$ cat config.mk
export PLATFORM = sky130hd
export DESIGN_NAME = fxu_unit
export DESIGN_NICKNAME = d
export VERILOG_FILES = /design/src/rtl/fxu_pkg.sv /design/src/rtl/fxu_extract.sv /design/src/rtl/fxu_bitrev.sv /design/src/rtl/fxu_align.sv /design/src/rtl/fxu_unit.sv
export SDC_FILE = /design/constraint.sdc
export NUM_CORES = 1
export LEC_CHECK = 0
export ABC_CLOCK_PERIOD_IN_PS = 4200
export CAP_MARGIN = 20
export CELL_PAD_IN_SITES_DETAIL_PLACEMENT = 2
export CELL_PAD_IN_SITES_GLOBAL_PLACEMENT = 2
export CORE_UTILIZATION = 31
export CTS_CLUSTER_SIZE = 14
export DETAILED_ROUTE_END_ITERATION = 7
export PLACE_DENSITY_LB_ADDON = 0.1
export SLEW_MARGIN = 20
export SYNTH_ARGS = -nofsm -noshare
export SYNTH_HDL_FRONTEND = slang
export SYNTH_SLANG_ARGS = --single-unit
$ cat constraint.sdc
create_clock -name clk -period 4.2 [get_ports clk]
set_input_delay 0.63 -clock clk [delete_from_list [all_inputs] [get_ports clk]]
set_output_delay 0.63 -clock clk [all_outputs]
set_load 0.01 [all_outputs]
$ cat src/rtl/fxu_pkg.sv
package fxu_pkg;
   typedef enum logic [1:0] {
      FXU_EXTRACT = 2'b00,
      FXU_BITREV  = 2'b01,
      FXU_ALIGN   = 2'b10,
      FXU_RSVD    = 2'b11
   } fxu_op_e;
endpackage

$ cat src/rtl/fxu_extract.sv
module fxu_extract #(
   parameter int DATA_W = 32,
   localparam int POS_W = $clog2(DATA_W)
) (
   input  logic [DATA_W-1:0] src,
   input  logic [POS_W-1:0]  lsb,
   input  logic [POS_W-1:0]  len_m1,
   output logic [DATA_W-1:0] field
);
   logic [DATA_W-1:0] shifted;
   logic [DATA_W-1:0] mask;

   // Logical right shift brings the field down; vacated bits are zero.
   assign shifted = src >> lsb;

   // Thermometer mask: bit i is kept when i is inside the field length.
   for (genvar i = 0; i < DATA_W; i++) begin : g_mask
      assign mask[i] = (POS_W'(i) <= len_m1);
   end

   assign field = shifted & mask;

   // nothing survives above the field length.
   always_comb begin
      if (int'(len_m1) < DATA_W - 1)
         a_r2_no_upper: assert ((field >> (int'(len_m1) + 1)) == '0)
            else $error("extract leaked bits above field length");
   end

   // positions beyond the source top read as zero.
   always_comb begin
      if (int'(lsb) + int'(len_m1) + 1 > DATA_W)
         a_r3_zero_fill: assert ((field >> (DATA_W - int'(lsb))) == '0)
            else $error("extract did not zero fill past source top");
   end
endmodule

$ cat src/rtl/fxu_bitrev.sv
module fxu_bitrev #(
   parameter int DATA_W = 32,
   localparam int NB = DATA_W / 8
) (
   input  logic [DATA_W-1:0] src,
   output logic [DATA_W-1:0] mirrored
);
   for (genvar k = 0; k < NB; k++) begin : g_byte
      for (genvar j = 0; j < 8; j++) begin : g_bit
         assign mirrored[8*k + j] = src[8*k + 7 - j];
      end
   end
endmodule

$ cat src/rtl/fxu_align.sv
module fxu_align #(
   parameter int DATA_W     = 32,
   parameter bit FUNNEL_IMPL = 1'b0,
   localparam int NB   = DATA_W / 8,
   localparam int BP_W = $clog2(NB),
   localparam int SH_W = $clog2(DATA_W) + 1
) (
   input  logic [DATA_W-1:0] lo_src,
   input  logic [DATA_W-1:0] hi_src,
   input  logic [BP_W-1:0]   bp,
   output logic [DATA_W-1:0] joined
);
   logic [SH_W-1:0] sh_up;
   logic [SH_W-1:0] sh_dn;

   assign sh_up = SH_W'(int'(bp) * 8);
   assign sh_dn = SH_W'((NB - int'(bp)) * 8);

   if (FUNNEL_IMPL) begin : g_funnel
      // One wide shifter over the concatenation; bp=0 shifts by a full word.
      logic [2*DATA_W-1:0] pair;
      logic [2*DATA_W-1:0] pair_sh;
      assign pair    = {hi_src, lo_src};
      assign pair_sh = pair >> sh_dn;
      assign joined  = pair_sh[DATA_W-1:0];
   end else begin : g_shift_or
      // Two word-wide shifters plus a bypass for the zero position.
      logic [DATA_W-1:0] up_part;
      logic [DATA_W-1:0] dn_part;
      assign up_part = hi_src << sh_up;
      assign dn_part = lo_src >> sh_dn;
      assign joined  = (bp == '0) ? hi_src : (up_part | dn_part);
   end

   // a zero byte position passes the high operand through.
   always_comb begin
      if (bp == '0)
         a_r5_passthru: assert (joined == hi_src)
            else $error("align with zero position altered operand");
   end
endmodule

$ cat src/rtl/fxu_unit.sv
module fxu_unit #(
   parameter int DATA_W      = 32,
   parameter bit FUNNEL_IMPL = 1'b0,
   localparam int POS_W = $clog2(DATA_W),
   localparam int NB    = DATA_W / 8,
   localparam int BP_W  = $clog2(NB)
) (
   input  logic              clk,
   input  logic              rst,
   input  logic              in_vld,
   input  logic [1:0]        op,
   input  logic [DATA_W-1:0] src_a,
   input  logic [DATA_W-1:0] src_b,
   input  logic [POS_W-1:0]  lsb_pos,
   input  logic [POS_W-1:0]  size_m1,
   input  logic [BP_W-1:0]   byte_pos,
   output logic              out_vld,
   output logic [DATA_W-1:0] out_data,
   output logic              out_illegal,
   output logic              out_to_rd
);
   import fxu_pkg::*;

   if (DATA_W % 8 != 0) begin : g_bad_bytes
      $error("DATA_W must be a whole number of bytes");
   end
   if (NB < 2 || (NB & (NB - 1)) != 0) begin : g_bad_nb
      $error("DATA_W/8 must be a power of two of at least 2");
   end

   logic [DATA_W-1:0] ext_res;
   logic [DATA_W-1:0] rev_res;
   logic [DATA_W-1:0] aln_res;
   logic [DATA_W-1:0] sel_res;
   logic              sel_bad;
   logic              sel_rd;
   fxu_op_e           op_e;

   assign op_e = fxu_op_e'(op);

   fxu_extract #(.DATA_W(DATA_W)) u_extract (
      .src(src_a), .lsb(lsb_pos), .len_m1(size_m1), .field(ext_res)
   );

   fxu_bitrev #(.DATA_W(DATA_W)) u_bitrev (
      .src(src_b), .mirrored(rev_res)
   );

   fxu_align #(.DATA_W(DATA_W), .FUNNEL_IMPL(FUNNEL_IMPL)) u_align (
      .lo_src(src_a), .hi_src(src_b), .bp(byte_pos), .joined(aln_res)
   );

   always_comb begin
      sel_res = '0;
      sel_bad = 1'b0;
      sel_rd  = 1'b0;
      unique case (op_e)
         FXU_EXTRACT: sel_res = ext_res;
         FXU_BITREV:  begin sel_res = rev_res; sel_rd = 1'b1; end
         FXU_ALIGN:   begin sel_res = aln_res; sel_rd = 1'b1; end
         default:     sel_bad = 1'b1;
      endcase
   end

   always_ff @(posedge clk) begin
      if (rst) begin
         out_vld     <= 1'b0;
         out_data    <= '0;
         out_illegal <= 1'b0;
         out_to_rd   <= 1'b0;
      end else begin
         out_vld <= in_vld;
         if (in_vld) begin
            out_data    <= sel_res;
            out_illegal <= sel_bad;
            out_to_rd   <= sel_rd;
         end
      end
   end

   // reset leaves outputs idle.
   a_r1_reset_idle: assert property (@(posedge clk)
      rst |=> (!out_vld && !out_illegal && !out_to_rd && out_data == '0));

   // valid follows the request by one edge.
   a_r8_vld_tracks: assert property (@(posedge clk) disable iff (rst)
      in_vld |=> out_vld);
   a_r8_vld_idle: assert property (@(posedge clk) disable iff (rst)
      !in_vld |=> !out_vld);
   a_r8_hold: assert property (@(posedge clk) disable iff (rst)
      !in_vld |=> ($stable(out_data) && $stable(out_illegal) && $stable(out_to_rd)));

   // unsupported code gives a zero result and the flag.
   a_r7_illegal_zero: assert property (@(posedge clk) disable iff (rst)
      out_illegal |-> out_data == '0);
   a_r7_flag_set: assert property (@(posedge clk) disable iff (rst)
      (in_vld && op == 2'b11) |=> out_illegal);

   // shuffle destination only for the two shuffle codes.
   a_r9_dest: assert property (@(posedge clk) disable iff (rst)
      (in_vld && (op == 2'b01 || op == 2'b10)) |=> (out_to_rd && !out_illegal));
   a_r9_field_dest: assert property (@(posedge clk) disable iff (rst)
      (in_vld && (op == 2'b00 || op == 2'b11)) |=> !out_to_rd);
endmodule

### Word level (Yosys, flattened, before mapping)

Cells that the tools add are included.

| storage, ports and cells | value |
|---|---|
| bits in registers | 35 |
| latch bits | 0 |
| RAM bits | 0 |
| memory bits (read-only) | 0 |
| bits of input ports | 81 |
| output and inout port bits | 35 |
| memories | 0 |

| cells by class | value |
|---|---|
| add/sub/neg operators | 1 |
| $mul | 0 |
| div/mod/pow operators | 0 |
| $lt $le $gt $ge | 32 |
| eq/ne operators | 2 |
| shift operators | 3 |
| mux-type cells | 4 |
| bitwise logic cells | 2 |
| reduce and logical (&&, ||, !) cells | 4 |

Operators with widths:

| cell | number |
|---|---|
| $pmux W32 S3 | 1 |
| $le A5 B5 Y1 const A | 16 |
| $le A4 B5 Y1 const A | 8 |
| $and A32 B32 Y32 | 1 |
| $mux W32 | 1 |
| $or A32 B32 Y32 | 1 |
| $shl A32 B5 Y32 | 1 |
| $shr A32 B5 Y32 | 1 |
| $shr A32 B6 Y32 | 1 |
| $le A3 B5 Y1 const A | 4 |
| $le A1 B5 Y1 const A | 2 |
| $le A2 B5 Y1 const A | 2 |
| $logic_not A2 Y1 | 2 |
| $reduce_or A3 Y1 | 1 |
| $sub A3 B2 Y3 const A | 1 |
| $eq A2 B1 Y1 const B | 1 |
| $eq A2 B2 Y1 const B | 1 |
| $mux W1 | 2 |
| $reduce_or A2 Y1 | 1 |

### Longest topological paths before layout

| logic depth | value |
|---|---|
| depth in word-level cells | 5 |
| depth in mapped cells | 11 |
| depth with buffers taken out | 7 |

### By module

Synthesis repeated with hierarchy kept, for this count alone.

| unflattened totals | value |
|---|---|
| cells, all modules | 668 |
| area total of the unflattened synthesis | 5,535.3 sq um |

Modules (own cells, without submodules):

| module | times used | cells an instance | area each (sq um) |
|---|---|---|---|
| fxu_extract | 1 | 315 | 2,239.6 |
| fxu_align | 1 | 192 | 1,541.5 |
| fxu_unit | 1 | 129 | 1,514.0 |
| fxu_bitrev | 1 | 32 | 240.2 |

### Worst setup path after synthesis

Ideal clock, no wire load.

| timing | value |
|---|---|
| path type | input to register |
| from | input byte_pos[1] |
| to | register out_data[2] |
| library setup time | 0.133 ns |
| data arrival time | 3.007 ns |
| required time | 4.067 ns |
| path slack | 1.060 ns |
| stages on the path | 11 |
| cells stage by stage | clkbuf_1 -> inv_1 -> clkbuf_1 -> ha_1 -> buf_2 -> clkbuf_1 -> mux2_2 -> a22oi_1 -> o211ai_1 -> a222oi_1 -> o31ai_1 |

| between the ends | value |
|---|---|
| word-level cells in the longest chain between the ends | 5 |
| elaborated cells on any way between the ends | 7 |
| classes of those cells | add/sub: 1; shift: 2; mux: 2; bitwise: 1; reduce/logical: 1 |

RTL lines:

| what | line | RTL |
|---|---|---|
| start, declared | fxu_unit.sv:16 | `input logic [BP_W-1:0] byte_pos,` |
| $sub A3 B2 Y3 | fxu_align.sv:17 | `assign sh_dn = SH_W'((NB - int'(bp)) * 8);` |
| $shr A32 B6 Y32 | fxu_align.sv:31 | `assign dn_part = lo_src >> sh_dn;` |
| $or A32 B32 Y32 | fxu_align.sv:32 | `assign joined = (bp == '0) ? hi_src : (up_part \| dn_part);` |
| $mux W32 (*) | fxu_align.sv:32 |  |
| $pmux W32 S3 (*) | fxu_unit.sv:57 | `unique case (op_e)` |
| end signal, assigned | fxu_unit.sv:74 | `out_data <= sel_res;` |
| end, declared | fxu_unit.sv:18 | `output logic [DATA_W-1:0] out_data,` |

Every way passes the cells marked *; elsewhere a longest branch is shown, timed or not.
A chain may end at the register's enable or synchronous reset.

### Worst setup path in the final report

| timing | value |
|---|---|
| from | input byte_pos[1] |
| to | register out_data[15] |

The elaborated chain is that of the path after synthesis.

==> out/results.txt <==
DIE AREA -> 18200 µm²
status -> finished, final reports clean
arrival time worst endpoint -> 3.47 ns
commonest non-fill, non-tap cell in the layout -> clkdlybuf4s50_1
grt ovf -> 0
worst relative slew slack -> 0.305
CTS tree -> done
clk slew on worst S/H paths -> 0.06 ns
LEAKAGE -> 2.51 nW
P_sw -> 0.621 mW
Final Skew -> 0 ns
VDD IR max -> 0.173 mV
CP required -> 4.33 ns
placed insts -> 969
CP cell instances -> clkdlybuf4s50_1, inv_1, buf_4, ha_1, buf_4, mux2i_1, a2bb2oi_1, o221ai_1, a221oi_1, o32ai_1
buffer and inverter count on the worst path -> 4
RR Startpoint -> out_data[4]
worst min path class -> flop to flop
power density cells -> 235 nW/µm²
Ports -> 116
endpoints failing hold -> 0
Syn Inst Count -> 672
Worst Max-Slew Pin Slew -> 1.04 ns
Nets -> 838
drt drc -> 0
Syn Std Cell Area -> 5470 µm²
fmax -> 299 MHz
Synth Net Count -> 759
switching share of power -> 0.380
Die H -> 135 µm
Tot Pwr -> 1.63 mW
maximum clock insertion buffer count -> 2
Antenna Nets Post-Route -> 0
Pre-Repair DR Iteration Count -> 5
Max H-tree Level -> 2
Post-synth EDFFs -> 0
IO Port Bufs -> 115
P&R area growth vs syn -> 27.1%
Die Width -> 135 µm
RSZ-0062 raised after global routing -> false
Antenna Diode Count -> 0
Root Buffer -> clkbuf_16
Reg2Reg Setup Slack -> 3.00 ns
Hold Path Depth -> 2
RR Endpoint -> out_data[4]
Gate power share -> 0.473
kind of cell adding the most delay to the critical path -> compound AO/OA/AOI/OAI gates
DP Wirelength -> 23900 µm
critical-path maximum fanout -> 22
hold path endpoint -> out_data[31]
wirelength, routed -> 30800 µm
max incr delay on CP -> 0.57 ns
post-cts resize count -> 0
CP max-delay cell -> a221oi_1
antenna violations before repair -> 0
Synth Area per Inst -> 8.14 µm²
register bit count reported by yosys -> 35
Clock power frac -> 0.303
crit path launch type -> input port
final worst path period share -> 0.795
total track usage -> 0.338
Async S/R FF share, synth -> 0
Non-Filler Instances -> 977
Setup violations, final -> 0
fin. max-slew vios -> 0
core footprint -> 17200 µm²
Vias/cell -> 6.86
commonest non-fill, non-tap cells in the layout -> clkdlybuf4s50_1 (112), nand2_1 (78), mux2i_1 (47)
DR vias -> 6706
average wire per standard cell -> 31.6 µm
setup tns final -> 0 ns
post-CTS setup buffer count -> 0
fill count -> 1920
Tmin final -> 3.34 ns
worst setup margin -> 0.860 ns
starting density of the core -> 0.317
sequential area share after synthesis -> 0.128
YS warnings -> 0
clk sinks -> 35
Flop pwr share -> 0.224
layout cells sized above 1 -> 0.128
Inserted Clock Buffers -> 5
row cnt -> 48
internal power -> 1.01 mW
Setup crit end kind -> flop
hold buffers post-CTS -> 0
count of cell types in the netlist -> 65
hold_sp -> out_data[31]
vias in the first global route -> 6651
pre-CTS setup slack -> 0.607 ns
largest net degree at the start of global routing -> 43
cells on worst reg2reg path -> 5
routability congestion estimate -> 0.925
worst skew pair latency -> 0.28 ns
Primary FF master, synth -> dfxtp_1
CP Class -> input port to flop
DR iter-0 viols -> 759
first-pass GRT wire length -> 45200 µm
most frequent CP cell -> buf_4
maxcap violations -> 0
==> stage by stage <==
stage          instance area (µm²)  hold slack [ns]  utilization
3_5_place_dp                  6760            0.465        0.392
5_1_grt                       6950            0.495        0.403
4_1_cts                       6950            0.481        0.403
2_1_floorplan                 5470            0.501            -
3_3_place_gp                  6760            0.466        0.392
6_report                      6950            0.477        0.403
==> sequential cells by signal, summed over array words and instances (netlist names) <==
| signal | flops |
|---|---|
| out_data | 32 |
| out_illegal | 1 |
| out_to_rd | 1 |
| out_vld | 1 |
==> kinds of logic after synthesis <==
group | share of synthesized area
mux | 0.292
simple gates | 0.178
compound gates | 0.310
flops | 0.128
buf+inv | 0.0780
fa+ha+maj | 0.0137
==> final cells by class <==
cell class / count / area, µm² / area share
timing repair buffer: 144 / 1350 / 0.195
clock inverter: 3 / 67.6 / 0.00972
sequential: 35 / 701 / 0.101
inverter: 21 / 78.8 / 0.0113
tap: 225 / 282 / 0.0405
clock buffer: 5 / 125 / 0.0180
multi-input combinational: 544 / 4340 / 0.625
==> power by group through the flow <==
stage / Clock, mW / Sequential [mW] / Combinational [mW]
after global placement: 0 / 0.372 / 0.734
after global routing: 0.508 / 0.367 / 0.804
after detailed placement: 0 / 0.373 / 0.749
after CTS: 0.497 / 0.365 / 0.753
after floorplan: 0 / 0.375 / 0.411
final: 0.495 / 0.366 / 0.771
==> worst reg2reg max path, cell delays in order (launching register included) <==
cell and delay [ns]:
dfxtp_1 0.35, nand2b_1 0.11, nand2_1 0.06, a221oi_1 0.30, a221o_1 0.21, a31oi_1 0.04
==> worst max-delay path by stage <==
stage / startpoint / endpoint / slack [ns] / cells past startpoint
final: byte_pos[1] / out_data[15] / 0.86 / 10
after global routing: byte_pos[1] / out_data[15] / 0.73 / 10
after CTS: byte_pos[1] / out_data[15] / 0.90 / 10
after detailed placement: byte_pos[1] / out_data[15] / 0.61 / 10
after global placement: byte_pos[1] / out_data[15] / 0.65 / 10
after floorplan: byte_pos[1] / out_data[2] / 1.06 / 11
==> cells in the mapped netlist, types with 4 or more instances <==
library cell	count	area, µm²
a222oi_1	7	70.1
buf_1	6	22.5
mux4_2	29	653
nor2b_1	19	119
a32oi_1	7	61.3
o211ai_1	7	52.6
and3b_1	4	35.0
clkbuf_1	43	161
inv_1	17	63.8
a211o_1	6	52.6
a21oi_1	42	210
nor3_1	5	25.0
dfxtp_1	35	701
a221oi_1	26	228
a221o_1	7	70.1
nand3_1	20	100
o31ai_1	5	37.5
mux4_1	9	236
buf_6	5	56.3
nand2b_1	11	68.8
o21ai_0	35	175
a31oi_1	5	31.3
a311oi_1	11	96.3
mux2_2	21	236
nand2_1	78	293
mux2i_1	47	470
a22o_1	5	43.8
a211oi_1	13	97.6
ha_1	6	75.1
nor2_1	31	116
a22oi_1	5	37.5
buf_2	16	80.1
and2_1	11	68.8
o311ai_0	4	35.0
o22ai_1	8	50.1
o221ai_1	13	114
==> per-layer routing <==
metal,track usage,share of wire
met4,0.0780,0.023
met1,0.497,0.45
met5,0,0
met3,0.0293,0.074
met2,0.532,0.45
No activity file was read; power rests on OpenSTA's default activity.
